### config.mk
export PLATFORM = sky130hd
export DESIGN_NAME = irqvec_table
export DESIGN_NICKNAME = d
export VERILOG_FILES = /design/src/rtl/irqvec_pkg.sv /design/src/rtl/irqvec_decode.sv /design/src/rtl/irqvec_store.sv /design/src/rtl/irqvec_pend.sv /design/src/rtl/irqvec_msgout.sv /design/src/rtl/irqvec_table.sv
export SDC_FILE = /design/constraint.sdc
export NUM_CORES = 2
export LEC_CHECK = 0
export ABC_AREA = 1
export BUFFER_PORTS_ARGS = -buffer_cell sky130_fd_sc_hd__buf_2
export CAP_MARGIN = 40
export CORE_AREA = 2 2 330 332
export DETAILED_ROUTE_END_ITERATION = 10
export DIE_AREA = 0 0 332 334
export PLACE_DENSITY = 0.66
export REMOVE_ABC_BUFFERS = 1
export SLEW_MARGIN = 40
export SYNTH_ARGS = -nofsm -noshare
export SYNTH_HDL_FRONTEND = slang
export SYNTH_HIERARCHICAL = 1
export SYNTH_SLANG_ARGS = --single-unit
export TNS_END_PERCENT = 20
### constraint.sdc
create_clock -name clk -period 2.9 [get_ports clk]
set_clock_uncertainty 0.1 [all_clocks]
set_input_delay 0.29 -clock clk [delete_from_list [all_inputs] [get_ports clk]]
set_output_delay 0.29 -clock clk [all_outputs]
set_load 0.05 [all_outputs]
### src/rtl/irqvec_pkg.sv
package irqvec_pkg;
  localparam int unsigned ENTRY_BYTES = 16;
  localparam int unsigned WORD_BYTES  = 4;
  localparam int unsigned MAX_VEC     = 32;

  typedef struct packed {
    logic [63:0] addr;
    logic [31:0] data;
  } msg_t;

  // vector index held at a page offset
  function automatic logic [31:0] entry_of(input logic [31:0] off);
    return off / ENTRY_BYTES;
  endfunction

  // word slot within an entry
  function automatic logic [1:0] word_of(input logic [31:0] off);
    return 2'((off % ENTRY_BYTES) / WORD_BYTES);
  endfunction

  // lowest set bit of a request vector
  function automatic logic [MAX_VEC-1:0] lowest_bit(input logic [MAX_VEC-1:0] x);
    return x & (~x + 1'b1);
  endfunction
endpackage

### src/rtl/irqvec_decode.sv
module irqvec_decode
  import irqvec_pkg::*;
#(
  parameter int unsigned PAGE_BYTES = 4096,
  parameter int unsigned NUM_VEC    = 8,
  parameter int unsigned ADDR_W     = 32,
  localparam int unsigned OFF_W     = $clog2(PAGE_BYTES),
  localparam int unsigned VEC_W     = (NUM_VEC > 1) ? $clog2(NUM_VEC) : 1
) (
  input  logic [ADDR_W-1:0] addr,
  input  logic              wr,
  output logic              tbl_hit,
  output logic              pend_hit,
  output logic [VEC_W-1:0]  vec_idx,
  output logic [1:0]        word_idx,
  output logic              wr_tbl,
  output logic              wr_pend
);
  localparam logic [31:0] TBL_END  = 32'(NUM_VEC * ENTRY_BYTES);
  localparam logic [31:0] PEND_LO  = 32'(PAGE_BYTES / 2);
  localparam logic [31:0] PEND_TOP = 32'(PAGE_BYTES);

  logic [31:0] off;
  logic        in_pend_half;

  always_comb begin
    off          = 32'(addr[OFF_W-1:0]);
    tbl_hit      = off < TBL_END;
    in_pend_half = (off >= PEND_LO) && (off < PEND_TOP);
    pend_hit     = (off >= PEND_LO) && (off < PEND_LO + WORD_BYTES);
    vec_idx      = VEC_W'(entry_of(off));
    word_idx     = word_of(off);
    wr_tbl       = wr && tbl_hit;
    wr_pend      = wr && in_pend_half;
  end
endmodule

### src/rtl/irqvec_store.sv
module irqvec_store #(
  parameter int unsigned NUM_VEC = 8,
  localparam int unsigned VEC_W  = (NUM_VEC > 1) ? $clog2(NUM_VEC) : 1
) (
  input  logic                      clk,
  input  logic                      rst_n,
  input  logic                      wr_tbl,
  input  logic [VEC_W-1:0]          vec_idx,
  input  logic [1:0]                word_idx,
  input  logic [31:0]               wdata,
  output logic [NUM_VEC-1:0][31:0]  addr_lo,
  output logic [NUM_VEC-1:0][31:0]  addr_hi,
  output logic [NUM_VEC-1:0][31:0]  data_w,
  output logic [NUM_VEC-1:0]        mask_vec
);
  for (genvar v = 0; v < NUM_VEC; v++) begin : g_entry
    logic sel;
    assign sel = wr_tbl && (vec_idx == VEC_W'(v));
    always_ff @(posedge clk) begin
      if (!rst_n) begin
        addr_lo[v]  <= '0;
        addr_hi[v]  <= '0;
        data_w[v]   <= '0;
        mask_vec[v] <= 1'b1;
      end else if (sel) begin
        case (word_idx)
          2'd0:    addr_lo[v]  <= wdata;
          2'd1:    addr_hi[v]  <= wdata;
          2'd2:    data_w[v]   <= wdata;
          default: mask_vec[v] <= wdata[0];
        endcase
      end
    end
  end
endmodule

### src/rtl/irqvec_pend.sv
module irqvec_pend
  import irqvec_pkg::*;
#(
  parameter int unsigned NUM_VEC = 8
) (
  input  logic               clk,
  input  logic               rst_n,
  input  logic [NUM_VEC-1:0] irq_req,
  input  logic [NUM_VEC-1:0] mask_vec,
  input  logic               msix_en,
  input  logic               slot_free,
  output logic [NUM_VEC-1:0] pend,
  output logic [NUM_VEC-1:0] grant,
  output logic               fire
);
  logic [NUM_VEC-1:0] ready_vec;
  logic [MAX_VEC-1:0] wide;

  always_comb begin
    ready_vec = pend & ~mask_vec & {NUM_VEC{msix_en}};
    wide      = lowest_bit(MAX_VEC'(ready_vec));
    grant     = wide[NUM_VEC-1:0];
    fire      = slot_free && (|ready_vec);
  end

  always_ff @(posedge clk) begin
    if (!rst_n) pend <= '0;
    else        pend <= (pend & ~(fire ? grant : '0)) | irq_req;
  end
endmodule

### src/rtl/irqvec_msgout.sv
module irqvec_msgout
  import irqvec_pkg::*;
(
  input  logic  clk,
  input  logic  rst_n,
  input  logic  load,
  input  msg_t  load_msg,
  input  logic  ready,
  output logic  valid,
  output msg_t  msg,
  output logic  slot_free
);
  assign slot_free = !valid || ready;

  always_ff @(posedge clk) begin
    if (!rst_n) begin
      valid <= 1'b0;
      msg   <= '0;
    end else if (load) begin
      valid <= 1'b1;
      msg   <= load_msg;
    end else if (ready) begin
      valid <= 1'b0;
    end
  end
endmodule

### src/rtl/irqvec_table.sv
module irqvec_table
  import irqvec_pkg::*;
#(
  parameter int unsigned PAGE_BYTES = 4096,
  parameter int unsigned NUM_VEC    = 8,
  parameter int unsigned ADDR_W     = 32
) (
  input  logic               clk,
  input  logic               rst_n,
  input  logic               msix_en,
  input  logic               reg_wr,
  input  logic [ADDR_W-1:0]  reg_addr,
  input  logic [31:0]        reg_wdata,
  output logic [31:0]        reg_rdata,
  input  logic [NUM_VEC-1:0] irq_req,
  output logic               msg_valid,
  input  logic               msg_ready,
  output logic [63:0]        msg_addr,
  output logic [31:0]        msg_data
);
  localparam int unsigned VEC_W = (NUM_VEC > 1) ? $clog2(NUM_VEC) : 1;

  logic                     tbl_hit, pend_hit, wr_tbl, wr_pend;
  logic [VEC_W-1:0]         vec_idx;
  logic [1:0]               word_idx;
  logic [NUM_VEC-1:0][31:0] addr_lo, addr_hi, data_w;
  logic [NUM_VEC-1:0]       mask_vec, pend, grant;
  logic                     fire, slot_free;
  msg_t                     sel_msg, out_msg;

  irqvec_decode #(.PAGE_BYTES(PAGE_BYTES), .NUM_VEC(NUM_VEC), .ADDR_W(ADDR_W)) u_dec (
    .addr(reg_addr), .wr(reg_wr), .tbl_hit(tbl_hit), .pend_hit(pend_hit),
    .vec_idx(vec_idx), .word_idx(word_idx), .wr_tbl(wr_tbl), .wr_pend(wr_pend)
  );

  irqvec_store #(.NUM_VEC(NUM_VEC)) u_store (
    .clk(clk), .rst_n(rst_n), .wr_tbl(wr_tbl), .vec_idx(vec_idx),
    .word_idx(word_idx), .wdata(reg_wdata), .addr_lo(addr_lo),
    .addr_hi(addr_hi), .data_w(data_w), .mask_vec(mask_vec)
  );

  irqvec_pend #(.NUM_VEC(NUM_VEC)) u_pend (
    .clk(clk), .rst_n(rst_n), .irq_req(irq_req), .mask_vec(mask_vec),
    .msix_en(msix_en), .slot_free(slot_free), .pend(pend), .grant(grant),
    .fire(fire)
  );

  // message of the granted vector (grant is one-hot or zero)
  always_comb begin
    sel_msg = '0;
    for (int v = 0; v < NUM_VEC; v++) begin
      if (grant[v]) sel_msg = '{addr: {addr_hi[v], addr_lo[v]}, data: data_w[v]};
    end
  end

  irqvec_msgout u_out (
    .clk(clk), .rst_n(rst_n), .load(fire), .load_msg(sel_msg),
    .ready(msg_ready), .valid(msg_valid), .msg(out_msg), .slot_free(slot_free)
  );

  assign msg_addr = out_msg.addr;
  assign msg_data = out_msg.data;

  always_comb begin
    reg_rdata = '0;
    if (tbl_hit) begin
      case (word_idx)
        2'd0:    reg_rdata = addr_lo[vec_idx];
        2'd1:    reg_rdata = addr_hi[vec_idx];
        2'd2:    reg_rdata = data_w[vec_idx];
        default: reg_rdata = {31'b0, mask_vec[vec_idx]};
      endcase
    end else if (pend_hit) begin
      reg_rdata = 32'(pend);
    end
  end
endmodule

; Word-level counts from Yosys, hierarchy flattened
; Cells that the tools add are included.
; Widths: inputs -> output; s select.
[op_classes]
n_addsub = 1
n_mul = 0
div = 0
n_lt_le_gt_ge = 4
n_eq_ne = 9
shift = 0
n_mux = 22
bitwise_logic = 9
reduce_logical = 50
[ops]
columns = cell, n
row1 = $mux 96, 8
row2 = $bmux 32 s3, 3
row3 = $mux 32, 4
row4 = $pmux 32 s3, 1
row5 = $reduce_and 2->1, 32
row6 = $and 8x8->8, 4
row7 = $not 8->8, 3
row8 = $mux 8, 2
row9 = $eq 3x3->1 const B, 4
row10 = $ge 12x12->1 const B, 1
row11 = $lt 12x12->1 const B, 1
row12 = $lt 12x8->1 const B, 1
row13 = $logic_and 1x1->1, 11
row14 = $add 8x1->8 const B, 1
row15 = $or 8x8->8, 1
row16 = $reduce_or 8->1, 1
row17 = $eq 3x2->1 const B, 2
row18 = $lt 3x4->1 const B, 1
row19 = $bmux 1 s3, 1
row20 = $eq 3x1->1 const B, 1
row21 = $logic_not 3->1, 1
row22 = $mux 1, 3
row23 = $reduce_or 3->1, 1
row24 = $eq 2x1->1 const B, 1
row25 = other kinds (6), 6
[totals]
register_bits = 881
latchBits = 0
mem_bits_rw = 0
romBits = 0
inputBits = 77
n_memories = 0

; Logic depth before layout (Yosys ltp)
[depth]
word_depth = 14
depth_mapped = 18

; Modules after synthesis
; Netlist, hierarchy kept.
[modules_own_cells]
columns = mod, n_inst, cells_per_inst, area_per_inst_um2
row1 = irqvec_store, 1, 5176, 33109.3
row2 = irqvec_table, 1, 3754, 16105.4
row3 = irqvec_msgout, 1, 420, 3333.2
row4 = irqvec_pend, 1, 79, 543.0
row5 = irqvec_decode, 1, 26, 125.1

; Worst setup path after synthesis
; OpenSTA, ideal clock, no wires.
[synth_timing]
path_kind = input -> output
start = in reg_addr[4]
end = out reg_rdata[2]
arrival_time_ns = 1.830
slack_ns = 0.680
path_stages = 13
path_buffers = 6
cell_sequence = buf_4 > buf_6 > buf_8 > buf_8 > buf_8 > buf_6 > o21ai_1 > nand2_1 > nand3_1 > nand3_1 > nand3_1 > nand2_1 > nand2_1
[synth_via]
elab_chain_len = 4
[synth_lines]
columns = item, line_no
row1 = from (decl), irqvec_table.sv:12  ; input logic [ADDR_W-1:0] reg_addr,
row2 = "$ge 12x12->1, or another cell as far along", n/a
row3 = "$logic_and 1x1->1, or another cell as far along", irqvec_decode.sv:30  ; pend_hit = (off >= PEND_LO) && (off < PEND_LO + WORD_BYTES);
row4 = $mux 8 or $pmux 32 s3 (tied branches), "irqvec_table.sv:73, irqvec_table.sv:67"
row5 = $mux 32 *, irqvec_table.sv:66  ; if (tbl_hit) begin
row6 = to (decl), irqvec_table.sv:14  ; output logic [31:0] reg_rdata,
; Mark *: on every way between the ends. The rest lies on a longest branch, timed or not. The select of a mux whose other input is x is not followed.

==> impl_metrics.py <==
metrics = {
    "worst_setup_path": {
        "ff2ff_path_depth": 13,
        "crit_path_start_kind": "flip-flop",
        "crit_fanout": 44,
        "worstPathArrival_ps": 3130,
        "worst_setup_path_end_kind": "flip-flop",
        "worstSetupPathType": "reg -> reg",
        "reg2reg_to": "u_out/msg[18]",
        "r2r_setup_slack_ps": 260,
        "timing.rr.start": "u_store/mask_vec[2]",
        "crit_start": "u_store/mask_vec[2]",
        "required_ps": 3390,
    },
    "floorplanning": {
        "fp.dieW_um": 332,
        "die_y_um": 334,
        "ioPinCount": 206,
        "initial_utilization_pct": 49.4,
        "core_area_mm2": 0.108,
        "std_cell_rows": 121,
        "die_area_mm2": 0.111,
    },
    "timing": {
        "finalHoldViolations": 0,
        "slew_headroom_pct": 45.3,
        "rsz0062_at_grt": "no",
        "worstMarginPinSlew_ps": 819,
        "setup_tns_ps": 0,
        "setup_ws_ps": 258,
        "holdWs_ps": 46.0,
        "fmax_mhz": 379,
        "setup_viol": 0,
        "final.min_clock_period_ps": 2640,
        "slew_violations": 0,
        "fin_crit_sh_pct": 91.1,
    },
    "clock_network": {
        "tritoncts": "done",
        "cts_hold_buf": 42,
        "htreeDepth": 3,
        "cts_num_sinks": 881,
        "insertion_delay_ps": 710,
        "cts_root_buffer": "clkbuf_16",
        "cts_max_path_buffers": 3,
        "postCtsResizedCells": 0,
        "path_clk_slew_ps": 60,
        "numCtsBuffers": 101,
        "post_cts.repair.setup_buffers": 0,
    },
    "drt": {
        "viasPerCell": 5.40,
        "drc_errors": 0,
        "first_pass_iters": 6,
        "drt_iter0_drc": 6345,
        "wire_per_inst_um": 18.7,
        "routed_wirelength_um": 202000,
        "ant_nets": 0,
        "dr_total_vias": 58308,
    },
    "hold_path": {
        "worstHoldEndpoint": "u_pend/pend[0]",
        "hp-start": "msix_en",
        "holdPathStages": 4,
        "hp-class": "in -> reg",
    },
    "outcome": {
        "outcome": "finished clean",
    },
    "global_route": {
        "grt_antenna_before_repair": 2,
        "grt_usage_pct": 35.1,
        "gr-total-overflow": 0,
        "grt_pass1_wl_um": 308000,
        "grt_pass1_vias": 52684,
        "grt_max_degree": 102,
    },
    "placed_design": {
        "gp_congestion": 0.876,
        "dp_hpwl_um": 118000,
        "post-place-ws_ps": 269,
        "port-buffer-count": 183,
        "dp_cells": 10578,
    },
    "cells_and_area": {
        "area_growth_syn_to_layout_pct": 12.7,
        "fillers": 10832,
        "final_cells": 10803,
        "diodes": 0,
        "nets": 9386,
        "drive_gt1_share_pct": 7.08,
        "post-route-util_pct": 55.6,
    },
    "yosys": {
        "synth_cells": 9453,
        "yosys_warnings": 6,
        "syn_area_mm2": 0.0532,
        "avgSynthCellArea_um2": 5.63,
    },
    "power": {
        "worst_ir_drop_vdd_uv": 444,
        "power_density_mw_per_mm2": 461,
        "leakage_nw": 28.6,
    },
    "run": {
        "drv_cap": 0,
    },
}
[per-layer routing]
layer | global-route usage, % | vias up | wire, µm
met5 | 0 | - | 0
met4 | 18.4 | 0 | 11200
met3 | 5.02 | 564 | 20800
met2 | 56.3 | 2999 | 88300
met1 | 45.9 | 26452 | 81700
li1 | - | 28293 | -
[metrics by stage]
stage,power (mW),instance area [µm²]
3_3_place_gp,14.4,56200
5_1_grt,28.3,60000
3_5_place_dp,14.4,56200
6_report,27.6,60000
2_1_floorplan,13.3,49900
4_1_cts,27.7,60000
[area by class of cell]
cell class	instances	area, µm²	area share [%]
flip-flops and latches	881	17600	29.4
well taps	1414	1770	2.95
repair buffers	473	4670	7.78
clock inverters	35	470	0.784
multi-input cells	6525	27500	45.8
inverters	1327	5010	8.35
clock buffers	148	2930	4.89
[flip-flops by register name, indices dropped and copies added (netlist names)]
name and count:
u_out/msg 96, u_out/valid 1, u_pend/pend 8, u_store/addr_hi 256, u_store/addr_lo 256, u_store/data_w 256
u_store/mask_vec 8
[critical path, stage by stage (launching register included)]
cell and delay [ps]:
dfxtp_1 400, inv_1 70, nand3_1 180, nand2_2 140, nor2_8 160, nand2_1 140
nor3_2 210, buf_12 340, buf_12 280, a21oi_1 100, nand2_1 80, nand2_1 60
nor2_1 150, nor2_1 60
[layout by cell type, fill, tap and decap left out, types with 20 or more instances in the layout]
cell / count
a21oi_1: 561
buf_12: 115
buf_2: 179
buf_4: 134
clkbuf_1: 24
clkbuf_16: 101
clkbuf_8: 24
clkinv_2: 20
dfxtp_1: 881
dlygate4sd3_1: 42
inv_1: 1317
nand2_1: 2853
nand3_1: 1089
nor2_1: 1587
nor2_4: 26
o21ai_0: 216
o21ai_1: 133
[worst max-delay path by stage]
stage	endpoint	slack, ps	cells after the start
2_1_floorplan	u_store/data_w[128]	-8590	5
3_3_place_gp	u_store/addr_lo[99]	270	9
3_5_place_dp	u_store/addr_lo[99]	270	9
4_1_cts	reg_rdata[5]	270	9
5_1_grt	u_out/msg[18]	110	13
6_report	u_out/msg[18]	260	13
[report_power, final]
group | switching, mW | total (mW) | internal (mW) | leakage [nW]
Combinational | 1.54 | 2.11 | 0.573 | 19.8
Sequential | 0.0137 | 12.1 | 12.1 | 7.10
Clock | 5.58 | 13.4 | 7.80 | 1.69
Total | 7.14 | 27.6 | 20.5 | 28.6
No activity file was read; power rests on OpenSTA's default activity.
